[src/rtl/lsu_pkg.sv]
package lsu_pkg;
    localparam int DATA_W = 32;
    localparam int ADDR_W = 32;
    localparam int LANES  = DATA_W / 8;
    localparam int LO_W   = $clog2(LANES);

    typedef enum logic [1:0] {
        SZ_BYTE = 2'd0,
        SZ_HALF = 2'd1,
        SZ_WORD = 2'd2,
        SZ_WIDE = 2'd3
    } size_e;

    typedef struct packed {
        logic              load;
        size_e             size;
        logic [LO_W-1:0]   lo;
        logic              fault;
        logic              wb;
        logic [ADDR_W-1:0] addr;
        logic [ADDR_W-1:0] wbval;
        logic [DATA_W-1:0] wdata;
        logic [LANES-1:0]  be;
    } acc_t;

    function automatic logic [LO_W-1:0] lane_of(input logic [LO_W-1:0] off, input logic big);
        return big ? LO_W'(LANES - 1) - off : off;
    endfunction

    function automatic logic is_misaligned(input size_e sz, input logic [LO_W-1:0] lo);
        case (sz)
            SZ_BYTE: return 1'b0;
            SZ_HALF: return lo[0];
            default: return |lo;
        endcase
    endfunction
endpackage

[src/rtl/lsu_agen.sv]
module lsu_agen
    import lsu_pkg::*;
#(
    parameter int IMM_W   = 12,
    parameter int SHAMT_W = 5
) (
    input  logic [ADDR_W-1:0]  base,
    input  logic [IMM_W-1:0]   imm,
    input  logic [ADDR_W-1:0]  roff,
    input  logic [SHAMT_W-1:0] shamt,
    input  logic               use_reg,
    input  logic               sub,
    input  logic               pre,
    input  logic               wb,
    output logic [ADDR_W-1:0]  addr,
    output logic [ADDR_W-1:0]  wbval,
    output logic               wb_req
);
    logic [ADDR_W-1:0] off;
    logic [ADDR_W-1:0] sum;

    always_comb begin
        off    = use_reg ? (roff << shamt) : ADDR_W'(imm);
        sum    = sub ? (base - off) : (base + off);
        addr   = pre ? sum : base;
        wbval  = sum;
        wb_req = !pre || wb;
    end
endmodule

[src/rtl/lsu_store_steer.sv]
module lsu_store_steer
    import lsu_pkg::*;
(
    input  size_e             size,
    input  logic [LO_W-1:0]   lo,
    input  logic              big,
    input  logic [DATA_W-1:0] st_data,
    output logic [LANES-1:0]  be,
    output logic [DATA_W-1:0] wdata,
    output logic              fault
);
    logic [LO_W-1:0] lo_next;

    always_comb begin
        lo_next = {lo[LO_W-1:1], 1'b1};
        fault   = is_misaligned(size, lo);
        be      = '0;
        case (size)
            SZ_BYTE: begin
                be[lane_of(lo, big)] = 1'b1;
                wdata = {LANES{st_data[7:0]}};
            end
            SZ_HALF: begin
                be[lane_of(lo, big)]      = 1'b1;
                be[lane_of(lo_next, big)] = 1'b1;
                wdata = {(LANES/2){st_data[15:0]}};
            end
            default: begin
                be    = '1;
                wdata = st_data;
            end
        endcase
        if (fault) be = '0;
    end
endmodule

[src/rtl/lsu_load_extract.sv]
module lsu_load_extract
    import lsu_pkg::*;
(
    input  size_e             size,
    input  logic [LO_W-1:0]   lo,
    input  logic              big,
    input  logic [DATA_W-1:0] rdata,
    output logic [DATA_W-1:0] value
);
    logic [LO_W-1:0] lo_next;
    logic [7:0]      b_lo;
    logic [7:0]      b_hi;

    always_comb begin
        lo_next = {lo[LO_W-1:1], 1'b1};
        b_lo    = rdata[8*lane_of(lo, big) +: 8];
        b_hi    = rdata[8*lane_of(lo_next, big) +: 8];
        case (size)
            SZ_BYTE: value = DATA_W'(b_lo);
            SZ_HALF: value = big ? DATA_W'({b_lo, b_hi}) : DATA_W'({b_hi, b_lo});
            default: value = rdata;
        endcase
    end
endmodule

[src/rtl/lsu_addr_lane.sv]
module lsu_addr_lane
    import lsu_pkg::*;
#(
    parameter int IMM_W   = 12,
    parameter int SHAMT_W = 5
) (
    input  logic               clk_i,
    input  logic               rst_i,
    input  logic               cfg_big_endian_i,
    input  logic               req_valid_i,
    input  logic               req_load_i,
    input  logic [1:0]         req_size_i,
    input  logic               req_pre_i,
    input  logic               req_wb_i,
    input  logic               req_sub_i,
    input  logic               req_use_reg_i,
    input  logic [ADDR_W-1:0]  base_i,
    input  logic [IMM_W-1:0]   imm_i,
    input  logic [ADDR_W-1:0]  roff_i,
    input  logic [SHAMT_W-1:0] shamt_i,
    input  logic [DATA_W-1:0]  st_data_i,
    input  logic [DATA_W-1:0]  mem_rdata_i,
    output logic               mem_valid_o,
    output logic               mem_write_o,
    output logic [ADDR_W-1:0]  mem_addr_o,
    output logic [LANES-1:0]   mem_be_o,
    output logic [DATA_W-1:0]  mem_wdata_o,
    output logic [DATA_W-1:0]  ld_data_o,
    output logic               wb_en_o,
    output logic [ADDR_W-1:0]  wb_value_o,
    output logic               misalign_o
);
    logic              endian_q;
    logic              valid_q;
    acc_t              acc_q;
    acc_t              acc_d;
    size_e             size_in;
    logic [ADDR_W-1:0] ea;
    logic [ADDR_W-1:0] ea_wb;
    logic              wb_req;
    logic [LANES-1:0]  be_c;
    logic [DATA_W-1:0] wdata_c;
    logic              fault_c;
    logic [DATA_W-1:0] ld_c;

    assign size_in = size_e'(req_size_i);

    lsu_agen #(.IMM_W(IMM_W), .SHAMT_W(SHAMT_W)) u_agen (
        .base    (base_i),
        .imm     (imm_i),
        .roff    (roff_i),
        .shamt   (shamt_i),
        .use_reg (req_use_reg_i),
        .sub     (req_sub_i),
        .pre     (req_pre_i),
        .wb      (req_wb_i),
        .addr    (ea),
        .wbval   (ea_wb),
        .wb_req  (wb_req)
    );

    lsu_store_steer u_steer (
        .size    (size_in),
        .lo      (ea[LO_W-1:0]),
        .big     (endian_q),
        .st_data (st_data_i),
        .be      (be_c),
        .wdata   (wdata_c),
        .fault   (fault_c)
    );

    always_comb begin
        acc_d       = '0;
        acc_d.load  = req_load_i;
        acc_d.size  = size_in;
        acc_d.lo    = ea[LO_W-1:0];
        acc_d.fault = fault_c;
        acc_d.wb    = wb_req && !fault_c;
        acc_d.addr  = ea;
        acc_d.wbval = ea_wb;
        acc_d.wdata = req_load_i ? '0 : wdata_c;
        acc_d.be    = be_c;
    end

    always_ff @(posedge clk_i) begin
        if (rst_i) begin
            endian_q <= cfg_big_endian_i;
            valid_q  <= 1'b0;
            acc_q    <= '0;
        end else begin
            valid_q  <= req_valid_i;
            acc_q    <= req_valid_i ? acc_d : '0;
        end
    end

    lsu_load_extract u_extract (
        .size  (acc_q.size),
        .lo    (acc_q.lo),
        .big   (endian_q),
        .rdata (mem_rdata_i),
        .value (ld_c)
    );

    always_comb begin
        mem_valid_o = valid_q;
        mem_write_o = valid_q && !acc_q.load;
        mem_addr_o  = acc_q.addr;
        mem_be_o    = acc_q.be;
        mem_wdata_o = acc_q.wdata;
        ld_data_o   = (valid_q && acc_q.load && !acc_q.fault) ? ld_c : '0;
        wb_en_o     = valid_q && acc_q.wb;
        wb_value_o  = acc_q.wbval;
        misalign_o  = valid_q && acc_q.fault;
    end
endmodule

[config.mk]
export PLATFORM = sky130hd
export DESIGN_NAME = lsu_addr_lane
export DESIGN_NICKNAME = d
export VERILOG_FILES = /design/src/rtl/lsu_pkg.sv /design/src/rtl/lsu_agen.sv /design/src/rtl/lsu_store_steer.sv /design/src/rtl/lsu_load_extract.sv /design/src/rtl/lsu_addr_lane.sv
export SDC_FILE = /design/constraint.sdc
export NUM_CORES = 1
export LEC_CHECK = 0
export ABC_AREA = 1
export ABC_CLOCK_PERIOD_IN_PS = 4500
export BUFFER_PORTS_ARGS = -buffer_cell sky130_fd_sc_hd__buf_2
export CORE_MARGIN = 4
export CORE_UTILIZATION = 53
export CTS_CLUSTER_SIZE = 40
export DETAILED_ROUTE_END_ITERATION = 8
export GPL_TIMING_DRIVEN = 0
export HOLD_SLACK_MARGIN = 0.03
export PLACE_DENSITY = 0.9
export SYNTH_ARGS = -nofsm -noshare
export SYNTH_HDL_FRONTEND = slang
export SYNTH_SLANG_ARGS = --single-unit
[constraint.sdc]
create_clock -name clk_i -period 4.5 [get_ports clk_i]
set_input_delay 0 -clock clk_i [delete_from_list [all_inputs] [get_ports clk_i]]
set_output_delay 0 -clock clk_i [all_outputs]
set_load 0.05 [all_outputs]
==> metrics.yaml <==
dp_slack_ns: 0.325
routedWlPerCell_um: 18.5
r2r_start: "endian_q$_DFFE_PP_"
whs_endpoint: "mem_addr_o[31]$_SDFF_PP0_"
core_area_um2: 17400
fp.dieArea_um2: 20100
hold_start: "base_i[31]"
drtPass1Iterations: 6
grt_max_degree: 23
hold_viol: 0
syn_nets: 1731
grt_setup_unrepaired: "no"
outcome: "finished, final reports clean"
drv_slew: 0
area_growth_pct: 28.9
min_period_ns: 3.93
yosysSeqAreaShare: 0.226
dp_hpwl_mm: 28.2
final_nets: 2098
grt_pass1_wl_mm: 61.5
synth_cell_types: 44
place.gp.congestion: 0.998
final_common_cell: "nand2_1"
power_mw: 3.65
drc: 0
hp-class: "in2reg"
slew_headroom: 0.497
fin_util: 0.703
die_h_um: 142
clockBufferDepth: 2
wl_mm: 39.7
cts_resized: 0
path_class: "in2reg"
ys_seq_elements: 107
grt_use_total: 0.389
clk_latency_ns: 0.37
crit_top_cell: "nand2_1"
clockRootBuffer: "clkbuf_16"
maxCapViolCount: 0
place_area_um2: 11200
finalNonFillerCells: 2146
setup_ws_ns: 0.572
drive_gt1_frac: 0.238
met2_length_mm: 18.6
start_util: 0.546
via_count: 12100
r2r_slack_ns: 2.19
drt_iter0_markers: 1137
cellLeakagePower_nw: 6.85
hold_depth: 5
clk_pin_slew_ns: 0.09
crit_slowest_cell: "ha_1"
cellPowerDensity_nw_per_um2: 298
io_buffers: 288
rows: 48
grt-ovfl-total: 0
ctsHoldBuffers: 68
cp-start-kind: "input pin"
cts_tree: "built"
peakVddDrop_mv: 0.282
antenna_found_initial: 15
die_width_um: 142
place_inst: 2051
worstRegToRegCells: 7
wl_met3_mm: 4.46
endpoint_kind: "register"
viasPerCell: 5.65
finalCritPeriodShare: 0.873
cp.required_ns: 4.78
wl_met1_mm: 14.3
syn_inst: 1538
avgSynthCellArea_um2: 6.18
final_cell_mix: "nand2_1 (326), buf_2 (302), nand3_1 (234)"
ys_warn_count: 0
top_layer_used: "met5"
finalSetupViolCount: 0
cts_setup_buffers: 0
setup_tns_ns: 0
fin_skew_ns: 0.00692
tightest_slew_ns: 0.755
path_max_fanout: 10
htreeDepth: 3
fmax_mhz: 255
hold_ws_ns: 0.0649
r2r-end: "mem_be_o[0]$_SDFF_PP0_"
crit_path_max_incr_delay_ns: 0.34
cts_sinks: 107
cp.arrival_ns: 4.20
grt_pass1_vias: 11500
syn_area_um2: 9500
cts_buffers: 9
fin_area_um2: 12200
antenna_left: 0
io_pins: 292
-- report_power, final --
part / internal, mW / leakage [nW] / switching (mW)
combinational: 0.592 / 5.82 / 1.17
sequential: 1.02 / 0.878 / 0.0251
clock: 0.405 / 0.153 / 0.439
-- kinds of logic (layout without fill, tap and decap cells) --
group / Yosys count / count (layout) / synth area share
and+or+nand+nor: 764 / 764 / 0.344
buffers and inverters: 347 / 719 / 0.182
AOI/OAI and AO/OA: 227 / 227 / 0.146
DFF: 107 / 107 / 0.226
xor gates and xnor gates: 56 / 56 / 0.0516
adders and majority gates: 37 / 37 / 0.0495
other: 0 / 11 / 0
-- sequential cells by signal, summed over array words and instances, names as in the netlist --
register and cells:
acc_q 6, endian_q 1, mem_addr_o 31, mem_be_o 4, mem_valid_o 1, mem_wdata_o 32, wb_value_o 32
-- worst max-delay path by stage --
stage                        from                   endpoint  slack (ns)  cells after the start
floorplan           req_use_reg_i  mem_addr_o[26]$_SDFF_PP0_        1.36                     26
global placement    req_use_reg_i  mem_addr_o[27]$_SDFF_PP0_        0.34                     29
detailed placement  req_use_reg_i  mem_addr_o[27]$_SDFF_PP0_        0.33                     29
CTS                 req_use_reg_i  mem_addr_o[27]$_SDFF_PP0_        0.71                     29
global route        req_use_reg_i  mem_addr_o[27]$_SDFF_PP0_        0.18                     29
finish              req_use_reg_i  mem_addr_o[27]$_SDFF_PP0_        0.57                     29
-- final cells by class --
type	count	area (um^2)
Multi-Input combinational cell	1084	5620
Fill cell	1507	5170
Sequential cell	107	2150
Timing Repair Buffer	356	2120
Buffer	165	1050
Inverter	182	683
Tap cell	225	282
Clock buffer	9	225
Clock inverter	7	88.8
Antenna cell	11	27.5
-- worst max-delay path: cells and delay by family --
kind	cells	cell delay [ns]
buffers and inverters	6	0.65
and+or+nand+nor	14	1.61
adders and majority gates	2	0.53
xor gates and xnor gates	2	0.39
AOI/OAI and AO/OA	5	1.01
-- cell usage after synthesis (all sizes together) --
| cell | n | area share |
|---|---|---|
| or2 | 11 | 0.0072 |
| o21bai | 1 | 0.00079 |
| and3 | 1 | 0.00066 |
| a21o | 9 | 0.0071 |
| edfxtp | 1 | 0.0032 |
| o21a | 1 | 0.00079 |
| xor2 | 37 | 0.034 |
| a21boi | 2 | 0.0016 |
| a31oi | 3 | 0.0020 |
| a21oi | 72 | 0.039 |
| o211ai | 34 | 0.027 |
| clkinv | 4 | 0.0016 |
| ha | 36 | 0.047 |
| and2 | 2 | 0.0013 |
| o221ai | 16 | 0.015 |
| a2111oi | 1 | 0.00092 |
| nor4 | 2 | 0.0013 |
| nor3 | 10 | 0.0053 |
| a32oi | 8 | 0.0074 |
| nand4 | 13 | 0.0086 |
| o22ai | 8 | 0.0053 |
| clkbuf | 35 | 0.014 |
| fa | 1 | 0.0021 |
| nor2 | 160 | 0.064 |
| nand3b | 1 | 0.00079 |
| a221oi | 2 | 0.0018 |
| a22oi | 1 | 0.00079 |
| nand3 | 234 | 0.12 |
| inv | 178 | 0.070 |
| nand2 | 330 | 0.13 |
| o21ai | 67 | 0.036 |
| xnor2 | 19 | 0.018 |
| buf | 130 | 0.096 |
| o31ai | 2 | 0.0016 |
| dfxtp | 106 | 0.22 |
-- metal layers --
metal | track usage | vias up
met5 | 0 | -
met4 | 0.193 | 6
met3 | 0.153 | 206
met2 | 0.649 | 757
met1 | 0.433 | 5455
li1 | - | 5694
Note: power is estimated with default switching activity, not from simulation.
